===== config.mk =====
export PLATFORM = sky130hd
export DESIGN_NAME = irq_vector_ctrl
export DESIGN_NICKNAME = d
export VERILOG_FILES = /design/src/rtl/irqc_pkg.sv /design/src/rtl/irqc_capture.sv /design/src/rtl/irqc_regs.sv /design/src/rtl/irqc_prio.sv /design/src/rtl/irq_vector_ctrl.sv
export SDC_FILE = /design/constraint.sdc
export NUM_CORES = 1
export LEC_CHECK = 0
export BUFFER_PORTS_ARGS = -buffer_cell sky130_fd_sc_hd__buf_2
export CAP_MARGIN = 20
export CORE_ASPECT_RATIO = 1.1
export CORE_MARGIN = 2
export CORE_UTILIZATION = 55
export CTS_BUF_LIST = sky130_fd_sc_hd__clkbuf_4
export DETAILED_ROUTE_END_ITERATION = 8
export GPL_TIMING_DRIVEN = 0
export PLACE_DENSITY = 0.82
export SLEW_MARGIN = 20
export SYNTH_ARGS = -nofsm -noshare
export SYNTH_HDL_FRONTEND = slang
export SYNTH_SLANG_ARGS = --single-unit

===== constraint.sdc =====
create_clock -name clk -period 2 [get_ports clk]
set_input_delay 0.4 -clock clk [delete_from_list [all_inputs] [get_ports clk]]
set_output_delay 0.4 -clock clk [all_outputs]
set_load 0.05 [all_outputs]

===== src/rtl/irqc_pkg.sv =====
package irqc_pkg;

  typedef enum logic [1:0] {
    SENSE_RISE = 2'd0,
    SENSE_FALL = 2'd1,
    SENSE_HIGH = 2'd2,
    SENSE_LOW  = 2'd3
  } sense_e;

  localparam logic [2:0] W_CAPTURE = 3'd0;
  localparam logic [2:0] W_ACTIVE  = 3'd1;
  localparam logic [2:0] W_MASK    = 3'd2;
  localparam logic [2:0] W_CLRCAP  = 3'd3;
  localparam logic [2:0] W_MSET    = 3'd4;
  localparam logic [2:0] W_MCLR    = 3'd5;
  localparam logic [2:0] W_VECTOR  = 3'd6;
  localparam logic [2:0] W_CTRL    = 3'd7;

  // Event detection for one line, from its current and previous samples.
  function automatic logic line_event(sense_e s, logic now, logic prev);
    case (s)
      SENSE_RISE: line_event = now & ~prev;
      SENSE_FALL: line_event = ~now & prev;
      SENSE_HIGH: line_event = now;
      default:    line_event = ~now;
    endcase
  endfunction

endpackage


===== src/rtl/irqc_capture.sv =====
module irqc_capture
  import irqc_pkg::*;
#(
  parameter int NUM_LINES = 32,
  parameter logic [2*NUM_LINES-1:0] SENSE_MAP = '0
) (
  input  logic                 clk,
  input  logic                 rst_n,
  input  logic [NUM_LINES-1:0] irq_in,
  input  logic [NUM_LINES-1:0] clr_mask,
  output logic [NUM_LINES-1:0] capture,
  output logic [NUM_LINES-1:0] evt
);

  logic [NUM_LINES-1:0] prev_q;

  for (genvar g = 0; g < NUM_LINES; g++) begin : g_line
    localparam sense_e LINE_SENSE = sense_e'(SENSE_MAP[2*g+1:2*g]);
    assign evt[g] = line_event(LINE_SENSE, irq_in[g], prev_q[g]);
  end

  always_ff @(posedge clk) begin
    if (!rst_n) begin
      prev_q  <= '0;
      capture <= '0;
    end else begin
      prev_q  <= irq_in;
      capture <= (capture | evt) & ~clr_mask;
    end
  end

  // a clear leaves the named bits empty on the following cycle
  a_r8_clear_wins: assert property (@(posedge clk) disable iff (!rst_n)
    (clr_mask != '0) |=> ((capture & $past(clr_mask)) == '0));

  // a bit is never dropped without a clear
  a_r3_sticky: assert property (@(posedge clk) disable iff (!rst_n)
    (clr_mask == '0) |=> ((capture & $past(capture)) == $past(capture)));

endmodule


===== src/rtl/irqc_regs.sv =====
module irqc_regs
  import irqc_pkg::*;
#(
  parameter int NUM_LINES = 32,
  parameter int DATA_W    = 32
) (
  input  logic                 clk,
  input  logic                 rst_n,
  input  logic                 bus_wr,
  input  logic [2:0]           bus_word,
  input  logic [DATA_W-1:0]    bus_wdata,
  output logic [NUM_LINES-1:0] mask,
  output logic [1:0]           ctrl,
  output logic [NUM_LINES-1:0] clr_mask
);

  logic [NUM_LINES-1:0] wbits;
  logic wr_mask, wr_set, wr_clr, wr_ctrl, wr_clrcap;

  assign wbits     = bus_wdata[NUM_LINES-1:0];
  assign wr_mask   = bus_wr && (bus_word == W_MASK);
  assign wr_set    = bus_wr && (bus_word == W_MSET);
  assign wr_clr    = bus_wr && (bus_word == W_MCLR);
  assign wr_ctrl   = bus_wr && (bus_word == W_CTRL);
  assign wr_clrcap = bus_wr && (bus_word == W_CLRCAP);
  assign clr_mask  = wr_clrcap ? wbits : '0;

  always_ff @(posedge clk) begin
    if (!rst_n) begin
      mask <= '0;
      ctrl <= 2'b00;
    end else begin
      if (wr_mask)      mask <= wbits;
      else if (wr_set)  mask <= mask | wbits;
      else if (wr_clr)  mask <= mask & ~wbits;
      if (wr_ctrl)      ctrl <= bus_wdata[1:0];
    end
  end

  // set port turns on named bits and leaves the others alone
  a_r6_set_bits: assert property (@(posedge clk) disable iff (!rst_n)
    wr_set |=> (((mask & $past(wbits)) == $past(wbits)) &&
                (((mask ^ $past(mask)) & ~$past(wbits)) == '0)));

  // clear port turns off named bits and leaves the others alone
  a_r7_clr_bits: assert property (@(posedge clk) disable iff (!rst_n)
    wr_clr |=> (((mask & $past(wbits)) == '0) &&
                (((mask ^ $past(mask)) & ~$past(wbits)) == '0)));

  // the mask moves only through its three write words
  a_r12_mask_quiet: assert property (@(posedge clk) disable iff (!rst_n)
    !(wr_mask || wr_set || wr_clr) |=> $stable(mask));

  // control changes only on its own write
  a_r11_ctrl_quiet: assert property (@(posedge clk) disable iff (!rst_n)
    !wr_ctrl |=> $stable(ctrl));

endmodule


===== src/rtl/irqc_prio.sv =====
module irqc_prio #(
  parameter int NUM_LINES = 32,
  localparam int IDX_W = (NUM_LINES > 1) ? $clog2(NUM_LINES) : 1
) (
  input  logic [NUM_LINES-1:0] active,
  output logic                 found,
  output logic [IDX_W-1:0]     idx
);

  // Scan from the top so the lowest-numbered line is written last and wins.
  always_comb begin
    found = 1'b0;
    idx   = '0;
    for (int i = NUM_LINES - 1; i >= 0; i--) begin
      if (active[i]) begin
        found = 1'b1;
        idx   = i[IDX_W-1:0];
      end
    end
  end

  // the reported line is active whenever one is found
  always_comb begin
    if (found) a_r10_idx_active: assert (active[idx]);
  end

endmodule


===== src/rtl/irq_vector_ctrl.sv =====
module irq_vector_ctrl
  import irqc_pkg::*;
#(
  parameter int NUM_LINES = 32,
  parameter int DATA_W    = 32,
  parameter logic [2*NUM_LINES-1:0] SENSE_MAP = 64'hE4E4_E4E4_E4E4_E4E4,
  localparam int IDX_W = (NUM_LINES > 1) ? $clog2(NUM_LINES) : 1
) (
  input  logic                 clk,
  input  logic                 rst_n,
  input  logic [NUM_LINES-1:0] irq_in,
  input  logic                 bus_wr,
  input  logic [2:0]           bus_word,
  input  logic [DATA_W-1:0]    bus_wdata,
  output logic [DATA_W-1:0]    bus_rdata,
  output logic                 irq_req
);

  logic [NUM_LINES-1:0] capture, evt, mask, clr_mask, active;
  logic [1:0]           ctrl;
  logic                 found;
  logic [IDX_W-1:0]     idx;

  irqc_capture #(.NUM_LINES(NUM_LINES), .SENSE_MAP(SENSE_MAP)) u_capture (
    .clk(clk), .rst_n(rst_n), .irq_in(irq_in), .clr_mask(clr_mask),
    .capture(capture), .evt(evt)
  );

  irqc_regs #(.NUM_LINES(NUM_LINES), .DATA_W(DATA_W)) u_regs (
    .clk(clk), .rst_n(rst_n), .bus_wr(bus_wr), .bus_word(bus_word),
    .bus_wdata(bus_wdata), .mask(mask), .ctrl(ctrl), .clr_mask(clr_mask)
  );

  assign active = capture & mask;

  irqc_prio #(.NUM_LINES(NUM_LINES)) u_prio (
    .active(active), .found(found), .idx(idx)
  );

  assign irq_req = found && (ctrl == 2'b11);

  always_comb begin
    bus_rdata = '0;
    case (bus_word)
      W_CAPTURE: bus_rdata[NUM_LINES-1:0] = capture;
      W_ACTIVE:  bus_rdata[NUM_LINES-1:0] = active;
      W_MASK:    bus_rdata[NUM_LINES-1:0] = mask;
      W_VECTOR:  if (found) bus_rdata[IDX_W-1:0] = idx;
                 else       bus_rdata = '1;
      W_CTRL:    bus_rdata[1:0] = ctrl;
      default:   bus_rdata = '0;
    endcase
  end

  // request needs both control bits and an active line
  a_r11_req_gated: assert property (@(posedge clk) disable iff (!rst_n)
    irq_req |-> ((ctrl == 2'b11) && (active != '0)));

  // no line found means nothing is active
  a_r10_none_found: assert property (@(posedge clk) disable iff (!rst_n)
    !found |-> (active == '0));

  // a masked line never reaches the request
  a_r9_masked_out: assert property (@(posedge clk) disable iff (!rst_n)
    (mask == '0) |-> !irq_req);

  // clear of an event-free line keeps it empty next cycle
  a_r4_no_refire: assert property (@(posedge clk) disable iff (!rst_n)
    ((clr_mask & ~evt) != '0) |=> ((capture & $past(clr_mask & ~evt)) == '0));

endmodule


==> flow_summary.yaml <==
synthesis:
  synth_area_mm2: 0.00423
  syn_nets: 597
  netlist_instances: 527
  synth_seq_cells: 82
  synth-seq-area-share: 0.388
  ys_types: 45
  synth.avg_cell_area_um2: 8.03
  synth_warnings: 0
power_and_ir_drop:
  p_int_uw: 2330
  peakVddDrop_mv: 0.495
  p_switching_uw: 1230
  clockPowerShare: 0.225
  leakage_uw: 0.00219
  powerDensity_mw_per_mm2: 624
  swShare: 0.346
  pwr-share-seq: 0.509
  totalPowerFinal_uw: 3560
  comb_power_share: 0.266
worst_setup_path:
  cp_max_fo: 10
  worst_setup_path_end_kind: "output port"
  cp_data_arrival_time_ns: 2.33
  crit_type: "reg2out"
  worstPathCellList: "a222oi_1 -> and4_1 -> and3_4 -> nand2_4 -> buf_12 -> o311ai_4 -> buf_6"
  cpMaxStageDelayCell: "a222oi_1"
  cp.required_ns: 1.60
  slowest_delay_ns: 0.48
  crit_path_start_kind: "flop"
clock_network:
  cts_buffer_depth: 2
  clkLatencyLatePin_ns: 0.43
  cts_tree: "done"
  cts_buffers: 9
  h-tree-depth: 3
  clockRootBuffer: "clkbuf_4"
  cts.sinks: 82
  clkSlewWorstSetupHoldPaths_ns: 0.12
sta:
  drv_slew: 0
  slew_headroom: 0.570
  layout_setup_ws_ns: -0.727
  fin_skew_ns: 0.00981
  setup_tns_ns: -22.41
  hold_viol: 0
  rsz0062_at_grt: "true"
  setup_viol: 33
  tightest_slew_ns: 0.645
  fin_crit_sh: 1.36
  max_freq_ghz: 0.367
  fin_crit_ns: 2.73
  holdWs_ns: 0.141
detailed_routing:
  wl_mm: 14.7
  ant_nets: 0
  drtPass1Iterations: 6
  wl_per_cell_um: 19.3
  vias: 4902
  drc: 0
  via_per_inst: 6.45
  drt_iter0_markers: 497
floorplanning:
  die_area_mm2: 0.00841
  initial_utilization: 0.566
  placement_rows: 33
  num_io_pins: 103
  fp.dieH_um: 96.0
  core_area_mm2: 0.00747
  die_w_um: 87.6
cells_and_area:
  nFillCells: 560
  final_cell_mix: "79 x buf_2, 68 x dfxtp_1, 67 x nand2_1, 43 x o21ai_0"
  area_delta_synth_final_pct: 34.7
  layout-drive-gt1-share: 0.318
  fin_util: 0.763
  mostFrequentLayoutCell: "buf_2"
  design_area_mm2: 0.00570
  nets: 721
  n_antenna_cell: 0
outcome:
  violations: "setup timing"
  status: "finished, violations left"
global_routing:
  grt_max_degree: 13
  grt_pass1_wl_mm: 22.4
  antenna_found_initial: 0
  grt_use_total: 0.343
  first_global_vias: 4538
  overflow: 0
worst_hold_path:
  worst_hold_path_type: "in2reg"
place:
  port_buffers: 102
  gp_congestion: 0.962
  hpwlAfterDp_mm: 10.0
  place_area_mm2: 0.00517
flow_run:
  drv_cap: 0
cells in the mapped netlist, drive strengths merged:
cell type	instances	area (um2)
a21boi	2	15.0
a22o	5	43.8
o2bb2ai	1	8.76
o221ai	1	8.76
o211ai	1	12.5
clkbuf	25	93.8
nor2	36	135
a22oi	44	335
and3	3	23.8
a211oi	3	22.5
nand3b	1	7.51
and2	16	100
nor4	1	21.3
o311ai	1	8.76
o2111ai	1	8.76
o21ai	71	359
o31a	1	8.76
nand2b	17	106
nor3	1	5.00
nand4	2	12.5
buf	13	83.8
nand3	6	30.0
or2	1	6.26
a221oi	24	210
nand2	68	263
a21oi	16	83.8
and4	2	17.5
a32oi	36	315
nor2b	1	8.76
a2bb2oi	1	8.76
and4b	1	10.0
nand4bb	1	11.3
inv	33	124
a222oi	3	30.0
dfxtp	82	1640
a31oi	2	12.5
o21a	1	7.51
a32o	3	30.0
metrics by stage:
stage / setup slack, ns / instances
3_3_place_gp: -0.584 / 734
3_5_place_dp: -0.602 / 734
4_1_cts: -0.601 / 756
6_report: -0.727 / 760
5_1_grt: -0.802 / 760
2_1_floorplan: -0.0600 / 527
critical path, delay by kind of cell, from the launching register on:
kind / cells / cell delay (ns)
compound gates: 2 / 0.56
buf+inv: 2 / 0.39
simple gates: 3 / 0.59
flops: 1 / 0.36
timing repair:
item,in CTS,in global routing
hold buffers,0,0
endpoints found under the setup margin,33,33
pin swaps,8,5
buffers inserted,7,5
gates resized for setup,93,13
cell type report:
class	count	area (um2)	share of cell area
inverter	33	124	0.0217
clock inverter	5	22.5	0.00395
clock buffer	10	75.1	0.0132
tap	105	131	0.0231
timing repair buffer	113	815	0.143
sequential	82	1660	0.292
multi-input combinational	374	2670	0.468
buffer	38	200	0.0351
logic make-up after synthesis:
logic type	Yosys count	share of synthesized area
buffers and inverters	71	0.0713
AO/OA/AOI/OAI	217	0.362
AND/OR/NAND/NOR	157	0.179
flip-flops	82	0.388
final timing paths:
kind	to	startpoint	cells after the start	slack, ns
max	bus_rdata[0]	u_capture.capture[3]$_SDFF_PN0_	7	-0.73
min	u_capture.capture[19]$_SDFF_PN0_	irq_in[19]	2	0.14
max reg2reg	u_capture.capture[16]$_SDFF_PN0_	u_capture.capture[16]$_SDFF_PN0_	2	1.05
min reg2reg	u_capture.capture[1]$_SDFF_PN0_	u_capture.prev_q[1]$_SDFF_PN0_	2	0.49
power by group through the flow:
stage | clock [uW] | combinational (uW) | sequential, uW
floorplan | 0 | 576 | 1810
global placement | 0 | 794 | 1830
detailed placement | 0 | 814 | 1840
CTS | 805 | 916 | 1810
global route | 869 | 1000 | 1820
finish | 800 | 947 | 1810
layer usage:
| layer | vias up | GRT usage | part of all wire |
|---|---|---|---|
| li1 | 2220 | - | - |
| met1 | 2280 | 0.425 | 0.37 |
| met2 | 334 | 0.571 | 0.49 |
| met3 | 68 | 0.0660 | 0.097 |
| met4 | 0 | 0.164 | 0.038 |
| met5 | - | 0 | 0 |
Power figures use the tool's default switching activity.
